==> src/rtl/rsync_pkg.sv <==
package rsync_pkg;

    // Main/multiframe pulse shaper states
    typedef enum logic [1:0] {
        PS_IDLE   = 2'd0,
        PS_SINGLE = 2'd1,
        PS_WIDE_1 = 2'd2,
        PS_WIDE_2 = 2'd3
    } pulse_state_t;

    // Every-other-multiframe phase
    typedef enum logic {
        SK_EMIT = 1'b0,
        SK_HOLD = 1'b1
    } skip_state_t;

    // Line standard
    typedef enum logic {
        LINE_T1 = 1'b0,
        LINE_E1 = 1'b1
    } line_t;

endpackage

==> src/rtl/rsync_boundary_dec.sv <==
module rsync_boundary_dec #(
    parameter int BIT_W       = 8,
    parameter int FIDX_W      = 5,
    parameter int MFIDX_W     = 4,
    parameter int SIG_PERIOD  = 6,
    parameter int SF_FRAMES   = 12,
    parameter int ESF_FRAMES  = 24
) (
    input  logic [BIT_W-1:0]   bit_pos,
    input  logic [FIDX_W-1:0]  frame_idx,
    input  logic               esf_mode,
    input  logic [MFIDX_W-1:0] cas_idx,
    input  logic [MFIDX_W-1:0] crc_idx,
    input  logic               sel_crc4,
    output logic               frame_start,
    output logic               t1_mf_start,
    output logic               t1_sig_frame,
    output logic               e1_mf_start
);

    localparam int N_SIG = ESF_FRAMES / SIG_PERIOD;

    logic [N_SIG-1:0] sig_hit;

    // One comparator per possible signaling frame; frames beyond the
    // short superframe only count when the extended format is chosen.
    for (genvar k = 0; k < N_SIG; k++) begin : g_sig
        localparam int SIG_IDX  = (k + 1) * SIG_PERIOD - 1;
        localparam bit IN_SHORT = ((k + 1) * SIG_PERIOD) <= SF_FRAMES;
        if (IN_SHORT) begin : g_both
            assign sig_hit[k] = (frame_idx == FIDX_W'(SIG_IDX));
        end else begin : g_ext
            assign sig_hit[k] = esf_mode && (frame_idx == FIDX_W'(SIG_IDX));
        end
    end

    always_comb begin
        frame_start  = (bit_pos == '0);
        t1_mf_start  = frame_start && (frame_idx == '0);
        t1_sig_frame = |sig_hit;
        e1_mf_start  = frame_start && (sel_crc4 ? (crc_idx == '0) : (cas_idx == '0));
    end

endmodule

==> src/rtl/rsync_skip_fsm.sv <==
module rsync_skip_fsm
    import rsync_pkg::*;
(
    input  logic clk,
    input  logic rst,
    input  logic skip_cfg,
    input  logic skip_active,
    input  logic mf_start,
    output logic allow
);

    skip_state_t state_q, state_d;
    logic        skip_prev_q;
    logic        arm;
    skip_state_t phase_eff;

    // A fresh enable of the skip bit re-arms the emit phase
    assign arm       = skip_cfg && !skip_prev_q;
    assign phase_eff = arm ? SK_EMIT : state_q;

    always_comb begin
        state_d = phase_eff;
        if (mf_start && skip_active) begin
            unique case (phase_eff)
                SK_EMIT: state_d = SK_HOLD;
                SK_HOLD: state_d = SK_EMIT;
                default: state_d = SK_EMIT;
            endcase
        end
    end

    always_ff @(posedge clk) begin
        if (rst) begin
            state_q     <= SK_EMIT;
            skip_prev_q <= 1'b0;
        end else begin
            state_q     <= state_d;
            skip_prev_q <= skip_cfg;
        end
    end

    assign allow = !skip_active || (phase_eff == SK_EMIT);

endmodule

==> src/rtl/rsync_pulse_fsm.sv <==
module rsync_pulse_fsm
    import rsync_pkg::*;
(
    input  logic clk,
    input  logic rst,
    input  logic fire,
    input  logic wide,
    input  logic invert,
    output logic pulse_out
);

    pulse_state_t state_q, state_d;

    always_comb begin
        state_d = PS_IDLE;
        if (fire) begin
            state_d = wide ? PS_WIDE_1 : PS_SINGLE;
        end else begin
            unique case (state_q)
                PS_IDLE:   state_d = PS_IDLE;
                PS_SINGLE: state_d = PS_IDLE;
                PS_WIDE_1: state_d = PS_WIDE_2;
                PS_WIDE_2: state_d = PS_IDLE;
                default:   state_d = PS_IDLE;
            endcase
        end
    end

    // State register
    always_ff @(posedge clk) begin
        if (rst) state_q <= PS_IDLE;
        else     state_q <= state_d;
    end

    // Registered output, polarity applied on the way in
    always_ff @(posedge clk) begin
        if (rst) pulse_out <= invert;
        else     pulse_out <= (state_d != PS_IDLE) ^ invert;
    end

endmodule

==> src/rtl/rx_sync_pulse_gen.sv <==
module rx_sync_pulse_gen
    import rsync_pkg::*;
#(
    parameter int T1_FRAME_BITS = 193,
    parameter int E1_FRAME_BITS = 256,
    parameter int T1_SF_FRAMES  = 12,
    parameter int T1_ESF_FRAMES = 24,
    parameter int T1_SIG_PERIOD = 6,
    parameter int E1_MF_FRAMES  = 16,
    localparam int MAX_BITS = (T1_FRAME_BITS > E1_FRAME_BITS) ? T1_FRAME_BITS : E1_FRAME_BITS,
    localparam int BIT_W    = $clog2(MAX_BITS),
    localparam int FIDX_W   = $clog2(T1_ESF_FRAMES),
    localparam int MFIDX_W  = $clog2(E1_MF_FRAMES)
) (
    input  logic               clk,
    input  logic               rst,
    input  logic               e1_mode,
    input  logic               esf_mode,
    input  logic [BIT_W-1:0]   bit_pos,
    input  logic [FIDX_W-1:0]  frame_idx,
    input  logic [MFIDX_W-1:0] cas_mf_index,
    input  logic [MFIDX_W-1:0] crc4_mf_index,
    input  logic               cfg_mf_mode,
    input  logic               cfg_skip,
    input  logic               cfg_sel2,
    input  logic               cfg_invert,
    input  logic               elastic_en,
    output logic               sync_out,
    output logic               mfsync_out
);

    line_t line;
    logic  frame_start, t1_mf_start, t1_sig_frame, e1_mf_start;
    logic  skip_active, skip_allow;
    logic  main_fire, main_wide, mf_fire;

    assign line = e1_mode ? LINE_E1 : LINE_T1;

    rsync_boundary_dec #(
        .BIT_W      (BIT_W),
        .FIDX_W     (FIDX_W),
        .MFIDX_W    (MFIDX_W),
        .SIG_PERIOD (T1_SIG_PERIOD),
        .SF_FRAMES  (T1_SF_FRAMES),
        .ESF_FRAMES (T1_ESF_FRAMES)
    ) u_dec (
        .bit_pos      (bit_pos),
        .frame_idx    (frame_idx),
        .esf_mode     (esf_mode),
        .cas_idx      (cas_mf_index),
        .crc_idx      (crc4_mf_index),
        .sel_crc4     (cfg_sel2),
        .frame_start  (frame_start),
        .t1_mf_start  (t1_mf_start),
        .t1_sig_frame (t1_sig_frame),
        .e1_mf_start  (e1_mf_start)
    );

    assign skip_active = (line == LINE_T1) && cfg_mf_mode && cfg_skip && !elastic_en;

    rsync_skip_fsm u_skip (
        .clk         (clk),
        .rst         (rst),
        .skip_cfg    (cfg_skip),
        .skip_active (skip_active),
        .mf_start    (t1_mf_start),
        .allow       (skip_allow)
    );

    always_comb begin
        main_fire = 1'b0;
        main_wide = 1'b0;
        mf_fire   = 1'b0;
        unique case (line)
            LINE_T1: begin
                main_fire = cfg_mf_mode ? (t1_mf_start && skip_allow) : frame_start;
                main_wide = !cfg_mf_mode && cfg_sel2 && t1_sig_frame;
                mf_fire   = t1_mf_start;
            end
            LINE_E1: begin
                main_fire = cfg_mf_mode ? e1_mf_start : frame_start;
                main_wide = 1'b0;
                mf_fire   = e1_mf_start;
            end
            default: ;
        endcase
    end

    rsync_pulse_fsm u_main (
        .clk       (clk),
        .rst       (rst),
        .fire      (main_fire),
        .wide      (main_wide),
        .invert    (cfg_invert),
        .pulse_out (sync_out)
    );

    rsync_pulse_fsm u_mf (
        .clk       (clk),
        .rst       (rst),
        .fire      (mf_fire),
        .wide      (1'b0),
        .invert    (1'b0),
        .pulse_out (mfsync_out)
    );

endmodule

==> config.mk <==
export PLATFORM = sky130hd
export DESIGN_NAME = rx_sync_pulse_gen
export DESIGN_NICKNAME = d
export VERILOG_FILES = /design/src/rtl/rsync_pkg.sv /design/src/rtl/rsync_boundary_dec.sv /design/src/rtl/rsync_skip_fsm.sv /design/src/rtl/rsync_pulse_fsm.sv /design/src/rtl/rx_sync_pulse_gen.sv
export SDC_FILE = /design/constraint.sdc
export NUM_CORES = 1
export LEC_CHECK = 0
export ABC_AREA = 0
export BUFFER_PORTS_ARGS = -buffer_cell sky130_fd_sc_hd__buf_2
export CAP_MARGIN = 20
export CORE_AREA = 10 10 47 49
export DETAILED_ROUTE_END_ITERATION = 10
export DIE_AREA = 0 0 57 59
export GPL_TIMING_DRIVEN = 1
export PLACE_DENSITY = 0.78
export SLEW_MARGIN = 20
export SYNTH_ARGS = -nofsm -noshare
export SYNTH_HDL_FRONTEND = slang
export SYNTH_SLANG_ARGS = --single-unit
export TNS_END_PERCENT = 20
==> constraint.sdc <==
create_clock -name clk -period 2.3 [get_ports clk]
set_input_delay 0.345 -clock clk [delete_from_list [all_inputs] [get_ports clk]]
set_output_delay 0.345 -clock clk [all_outputs]
set_load 0.05 [all_outputs]
==> results.md, run 1 <==
* Status: completed
* Max Cap Violations at 0
* Worst slew pin tran at 578 ps
* Share of cells above drive strength 1 at 50.0%
* Endpoints failing hold at 0
* Cts repair resizes at 0
* Row cnt at 14
* Max Slew Vio Count at 0
* Root Buffer Master: clkbuf_4
* Pre-antenna DRT Iters at 2
* Min-Delay Path Class: input pin to register
* Die span in y at ~60 um
* Vias/cell at 5.44
* FF-to-FF path depth at 3
* Area Growth Syn to Fin at 37.3%
* Yosys warnings at 0
* Power per cell area at 426 mW/mm^2
* Reg2reg start: u_skip.state_q$_SDFF_PP0_
* ANT cells at 0
* Finish-stage setup viols at 0
* CTS buffer count at 3
* DRT iter0 DRCs at 6
* Setup crit start kind: input pin
* PortBufs at 31
* R2r endpoint: u_main.state_q[1]$_SDFF_PP0_
* Clk_lat worst skew at around 260 ps
* I/O Pins at 32
* Hold Startpoint: cfg_skip
* Postcts setup bufs at 0
* Clock buffer depth at 2
* Detailed-route via count at around 590
* Worst slew margin at a little over 60%
* Distinct cells, synth at 33
* Die area at around 0.0034 mm^2
* Gpl congestion at between 0.8 and 0.9
* GRT Util Overall at a little under a tenth
* Fmax at 626 MHz
* Initial Utilization at a little under two fifths
* P_leak at a little over 0.3 nW
* Pin count of the biggest net entering global routing at 10
* Wire per inst at approximately 15 um
* H-tree lvl count at 1
* Clk sink count at 7
* Clock-pin slew on the worst setup and hold paths at 50 ps
* Post-route DRC violation count at 0
* Hpwl dp at 1350 um
* Die Wd at 57 um
* WS Path Type: input pin to register
* CTS tree: built
* Min Tclk post-route at 1600 ps
* Post-DRT Antenna Nets at 0
* Post-Syn Instances at slightly below 60
* Setup TNS Final at 0 ps
* Register area share after synthesis at a little over a quarter
* Fin nets at approximately 120
* Critical path fanouts, max at 4
* Fin Clk Skew at ~0.27 ps
* Hold path endpoint: u_skip.skip_prev_q$_SDFF_PP0_
* Crit path DAT at ~1800 ps
* FF+latch count, synth at 7
* RSZ-0062 raised after global routing: false
* Post-Syn Nets at 88
* Final global-route overflow total at 0
* Util after Layout at between 50% and 60%
* Detailed Route WL at 1620 um
* Mapped Area at between 500 and 600 um^2
* Fin crit share at between 60% and 70%
* Final total power at 0.310 mW
* Mapped Avg Cell Area at between 9 and 10 um^2
* First-pass GRT wire length at 2690 um
* Core area at ~0.0014 mm^2
* Crit end category: register
* Max VDD drop at 0.271 mV
* Hold path cells at 3
* Number of global-route vias before repair at around 630
* Req. time, crit path at approximately 2500 ps
* Hold_buf cts at 0
* Initial antenna violation count at 0
* R2R Setup Slk at ~1100 ps
cells in the mapped netlist:
master,number,area [um^2]
nand3_1,1,5.00
dfxtp_1,7,140
a311oi_4,1,26.3
and4bb_2,1,12.5
mux2i_1,1,10.0
nand2b_1,3,18.8
or2_2,1,6.26
o41ai_1,1,8.76
nand2_1,4,15.0
o41ai_4,1,27.5
a211oi_2,2,25.0
o21ba_2,1,10.0
o211a_1,1,10.0
a21oi_1,2,10.0
nand3b_1,1,7.51
o211ai_2,1,12.5
o21a_1,1,7.51
nor2b_1,1,6.26
or2_1,1,6.26
inv_1,2,7.51
a31o_2,1,8.76
nor4_1,2,12.5
or4_4,2,22.5
nor2_1,6,22.5
o31ai_1,1,7.51
o21ai_0,2,10.0
nor3b_1,1,7.51
a22o_2,1,10.0
clkbuf_1,1,3.75
a211o_1,1,8.76
nand4_1,4,25.0
and4b_1,1,10.0
nand4b_1,1,8.76
how the worst max path moves through the flow:
stage,startpoint,to,slack (ps),cells past startpoint
finish,bit_pos[3],u_main.state_q[1]$_SDFF_PP0_,700,5
global route,frame_idx[2],u_mf.state_q[0]$_SDFF_PP0_,640,5
CTS,bit_pos[3],u_main.state_q[1]$_SDFF_PP0_,710,5
detailed placement,bit_pos[3],u_main.state_q[1]$_SDFF_PP0_,430,5
global placement,bit_pos[3],u_main.state_q[1]$_SDFF_PP0_,460,5
floorplan,bit_pos[3],u_main.state_q[1]$_SDFF_PP0_,600,4
per-stage QoR:
step	std cells	hold slack [ps]	cell area [um^2]	setup slack, ps
global placement	104	430	702	461
CTS	108	328	728	714
finish	108	333	728	703
detailed placement	104	437	702	432
global route	108	351	728	640
floorplan	58	412	531	600
placed cells by master (no fill, tap or decap), drive strengths merged:
master and count:
a211o 1, a211oi 2, a21oi 2, a22o 1
a311oi 1, a31o 1, and4b 1, and4bb 1
buf 31, clkbuf 4, dfxtp 7, inv 2
mux2i 1, nand2 4, nand2b 3, nand3 1
nand3b 1, nand4 4, nand4b 1, nor2 6
nor2b 1, nor3b 1, nor4 2, o211a 1
o211ai 1, o21a 1, o21ai 2, o21ba 1
o31ai 1, o41ai 2, or2 2, or4 2
registers in the layout (all words and copies together), names as in the netlist:
register            count
u_skip.skip_prev_q      1
u_mf.state_q            2
u_skip.state_q          1
u_main.state_q          2
u_main.pulse_out        1
power breakdown:
group	total, mW	internal (mW)	switching, mW
clock	0.117	0.0665	0.0505
combinational	0.0680	0.0318	0.0362
sequential	0.125	0.124	0.00117
total	0.310	0.222	0.0879
area by class of cell:
class,instances,area (um^2)
clock buffers,4,26.3
fillers,143,673
inverters,2,7.51
multi-input cells,48,379
flip-flops and latches,7,140
well taps,16,20.0
repair buffers,31,155
per-layer routing:
| layer | global-route usage (%) | vias up | wire length (um) |
|---|---|---|---|
| met1 | 9.50 | 275 | 655 |
| met3 | 4.08 | 2 | 102 |
| met4 | 4.03 | 0 | 24 |
| met5 | 0 | - | 0 |
| met2 | 17.1 | 15 | 834 |
| li1 | - | 295 | - |
critical path, cell delays in order:
cell and delay, ps:
buf_2 100, or4_4 550, a311oi_4 360, o211ai_2 150
a22o_2 240
cell families (layout without fill, tap and decap cells):
kind of cell           count (synthesis)  count (layout)  share of synthesized area, %
and+or+nand+nor                       30              30                          35.1
AOI/OAI and AO/OA                     17              17                          34.4
DFF                                    7               7                          26.4
buffers and inverters                  3              37                          2.12
muxes                                  1               1                          1.89
Note: power is estimated with default switching activity, not from simulation.
==> inputs of run 2 (changes only) <==
CORE_AREA = unset   (was 10 10 47 49)
CORE_MARGIN = 10   (was unset)
CORE_UTILIZATION = 37   (was unset)
DIE_AREA = unset   (was 0 0 57 59)
PLACE_DENSITY = 0.76   (was 0.78)
clock period = 1.3 ns   (was 2.3 ns; I/O delays follow)
==> results.md, run 2 (synthesized netlist as in run 1, its figures left out) <==
* ANT cells at 0 (unchanged)
* Detailed Route WL at 1660 um (+2.5%)
* Min Tclk post-route at 1460 ps
* FF-to-FF path depth at 3 (unchanged)
* Area Growth Syn to Fin at 47.9%
* Critical path fanouts, max at 4 (unchanged)
* Crit path DAT at 1600 ps (-150 ps)
* Finish-stage setup viols at 5 (+5)
* H-tree lvl count at 1 (unchanged)
* Vias/cell at 5.58 (+2.7%)
* Power per cell area at 689 mW/mm^2 (+62%)
* Final total power at 0.541 mW (+74%)
* Number of global-route vias before repair at 621 (-1.7%)
* Slowest-stage cell, CP: or4_4
* Placed instance count at 108 (+3.8%)
* CTS buffer count at 3 (unchanged)
* P_leak at 0.335 nW (+11%)
* Die Wd at 57.9 um (+1.5%)
* CP peak stage delay at 550 ps (about the same)
* Crit end category: register
* Fin Clk Skew at 1.09 ps (+0.818 ps)
* CP Depth at 5 (unchanged)
* RSZ-0062 raised after global routing: true
* Most common cell after layout, fill and taps aside: buf_2
* CTS tree: built
* Root Buffer Master: clkbuf_4
* Commonest non-fill, non-tap cells in the layout: buf_2, dfxtp_1, nor2_1, buf_4
* Die area at 0.00335 mm^2 (-0.44%)
* Pin count of the biggest net entering global routing at 10 (unchanged)
* Failing checks: negative setup slack
* Final WS setup at -159 ps (-862 ps)
* Hpwl dp at 1400 um (+3.8%)
* Post-DRT Antenna Nets at 0 (unchanged)
* Core area at 0.00133 mm^2 (-4.8%)
* Final global-route overflow total at 0 (unchanged)
* Wire per inst at 14.7 um (-2.0%)
* Row cnt at 13 (-1)
* Hold path endpoint: u_skip.skip_prev_q$_SDFF_PP0_
* Status: complete, but fails checks
* Setup crit start kind: input pin
* Pre-antenna DRT Iters at 4 (+2)
* Post-route DRC violation count at 0 (unchanged)
* Gpl congestion at 0.854 (+2.2%)
* Fin nets at 129 (+4.9%)
* Max Cap Violations at 0 (unchanged)
* Fin crit share at 112%
* Req. time, crit path at 1440 ps (-1010 ps)
* Clock-pin slew on the worst setup and hold paths at 50 ps (about the same)
* Place WS at -415 ps (-847 ps)
* Share of cells above drive strength 1 at 54.1% (+4.1 points)
* Multi-input gate area at 385 um^2 (+1.7%)
* Buf/Inv on CP at 1 (unchanged)
* Max Slew Vio Count at 0 (unchanged)
* DRT iter0 DRCs at 17 (+11)
* Max VDD drop at 0.531 mV (+96%)
* Reg2reg start: u_skip.state_q$_SDFF_PP0_
* Biggest regs: u_main.state_q: 2 flops, u_mf.state_q: 2 flops
* R2r endpoint: u_main.state_q[1]$_SDFF_PP0_
* Worst slew pin tran at 358 ps (-220 ps)
* Die span in y at 57.9 um (-1.9%)
* I/O Pins at 32 (unchanged)
* Clk_lat worst skew at 240 ps (-20 ps)
* Detailed-route via count at 631 (+7.5%)
* CP cell instances: buf_6 -> or4_4 -> a311oi_4 -> o211ai_2 -> a22o_2
* Worst slew margin at 76.1% (+15 points)
* Fmax at 686 MHz
* Min-Delay Path Class: input pin to register
* GRT Util Overall at 9.47% (-0.081 points)
* Number of fill cells at 128 (-10%)
* Initial Utilization at 39.8% (+1.9 points)
* Initial antenna violation count at 0 (unchanged)
* Clock buffer depth at 2 (unchanged)
* Non-Filler Instances at 113 (+4.6%)
* R2R Setup Slk at 130 ps (-1000 ps)
* Cell family contributing the most delay on the critical path: compound AO/OA/AOI/OAI gates
* Endpoints failing hold at 0 (unchanged)
* Hold path cells at 3 (unchanged)
* FF/Latch Area at 140 um^2 (unchanged)
* Clk sink count at 7 (unchanged)
* First-pass GRT wire length at 2570 um (-4.6%)
* WS Path Type: input pin to register
* Setup TNS Final at -409 ps (-409 ps)
* PortBufs at 31 (unchanged)
* Hold Startpoint: cfg_skip
## run 2: cell types whose count changed in the layout (fill, tap and decap cells not counted)
cell    delta
buf_6      +1
buf_2      -1
buf_4      +6
nor4_1     -1
nor4_2     +1
## run 2: worst reg2reg max path, delay by kind of cell, from the launching register on
family	cells	cell delay, ps
AOI/OAI and AO/OA	3	730
DFF	1	320
## run 2: repair_timing
action | CTS | global route
endpoints found under the setup margin | 5 | 6
pin swaps | 2 | 0
setup buffers | 1 | 0
gates resized for setup | 1 | 1
hold endpoints to repair | 0 | 0
hold buffers | 0 | 0
## run 2: how the worst max path moves through the flow
| stage | from | endpoint | slack [ps] |
|---|---|---|---|
| floorplan | bit_pos[6] | u_main.state_q[1]$_SDFF_PP0_ | -230 |
| global placement | bit_pos[6] | u_main.state_q[1]$_SDFF_PP0_ | -390 |
| detailed placement | bit_pos[6] | u_main.state_q[1]$_SDFF_PP0_ | -420 |
| CTS | bit_pos[3] | u_main.state_q[1]$_SDFF_PP0_ | -130 |
| global route | bit_pos[3] | u_main.state_q[1]$_SDFF_PP0_ | -200 |
| finish | bit_pos[3] | u_main.state_q[1]$_SDFF_PP0_ | -160 |
## run 2: cell type report
cell class,instances,area share [%]
multi-input cells,48,49.1
repair buffers,37,26.3
flip-flops and latches,7,17.9
clock buffers,4,3.35
well taps,15,2.39
inverters,2,0.957
## run 2: stage by stage
step | utilization [%] | hold slack (ps) | instance area [um^2]
after floorplan | - | 324 | 531
after global placement | 55.3 | 428 | 738
after detailed placement | 55.3 | 444 | 738
after CTS | 58.3 | 190 | 778
after global routing | 58.8 | 200 | 785
final | 58.8 | 199 | 785
## run 2: routing by layer
layer	wire [um]	GRT usage [%]	share of wire [%]	vias to the layer above
met5	0	0	0	-
met3	212	5.01	13	6
met2	737	14.0	44	28
met1	652	9.51	39	285
met4	55	8.39	3.3	0
li1	-	-	-	312
## run 2: report_power, final
part,internal (mW),leakage (nW),switching [mW]
combinational,0.0640,0.263,0.0667
clock,0.117,0.0150,0.0722
sequential,0.219,0.0570,0.00191
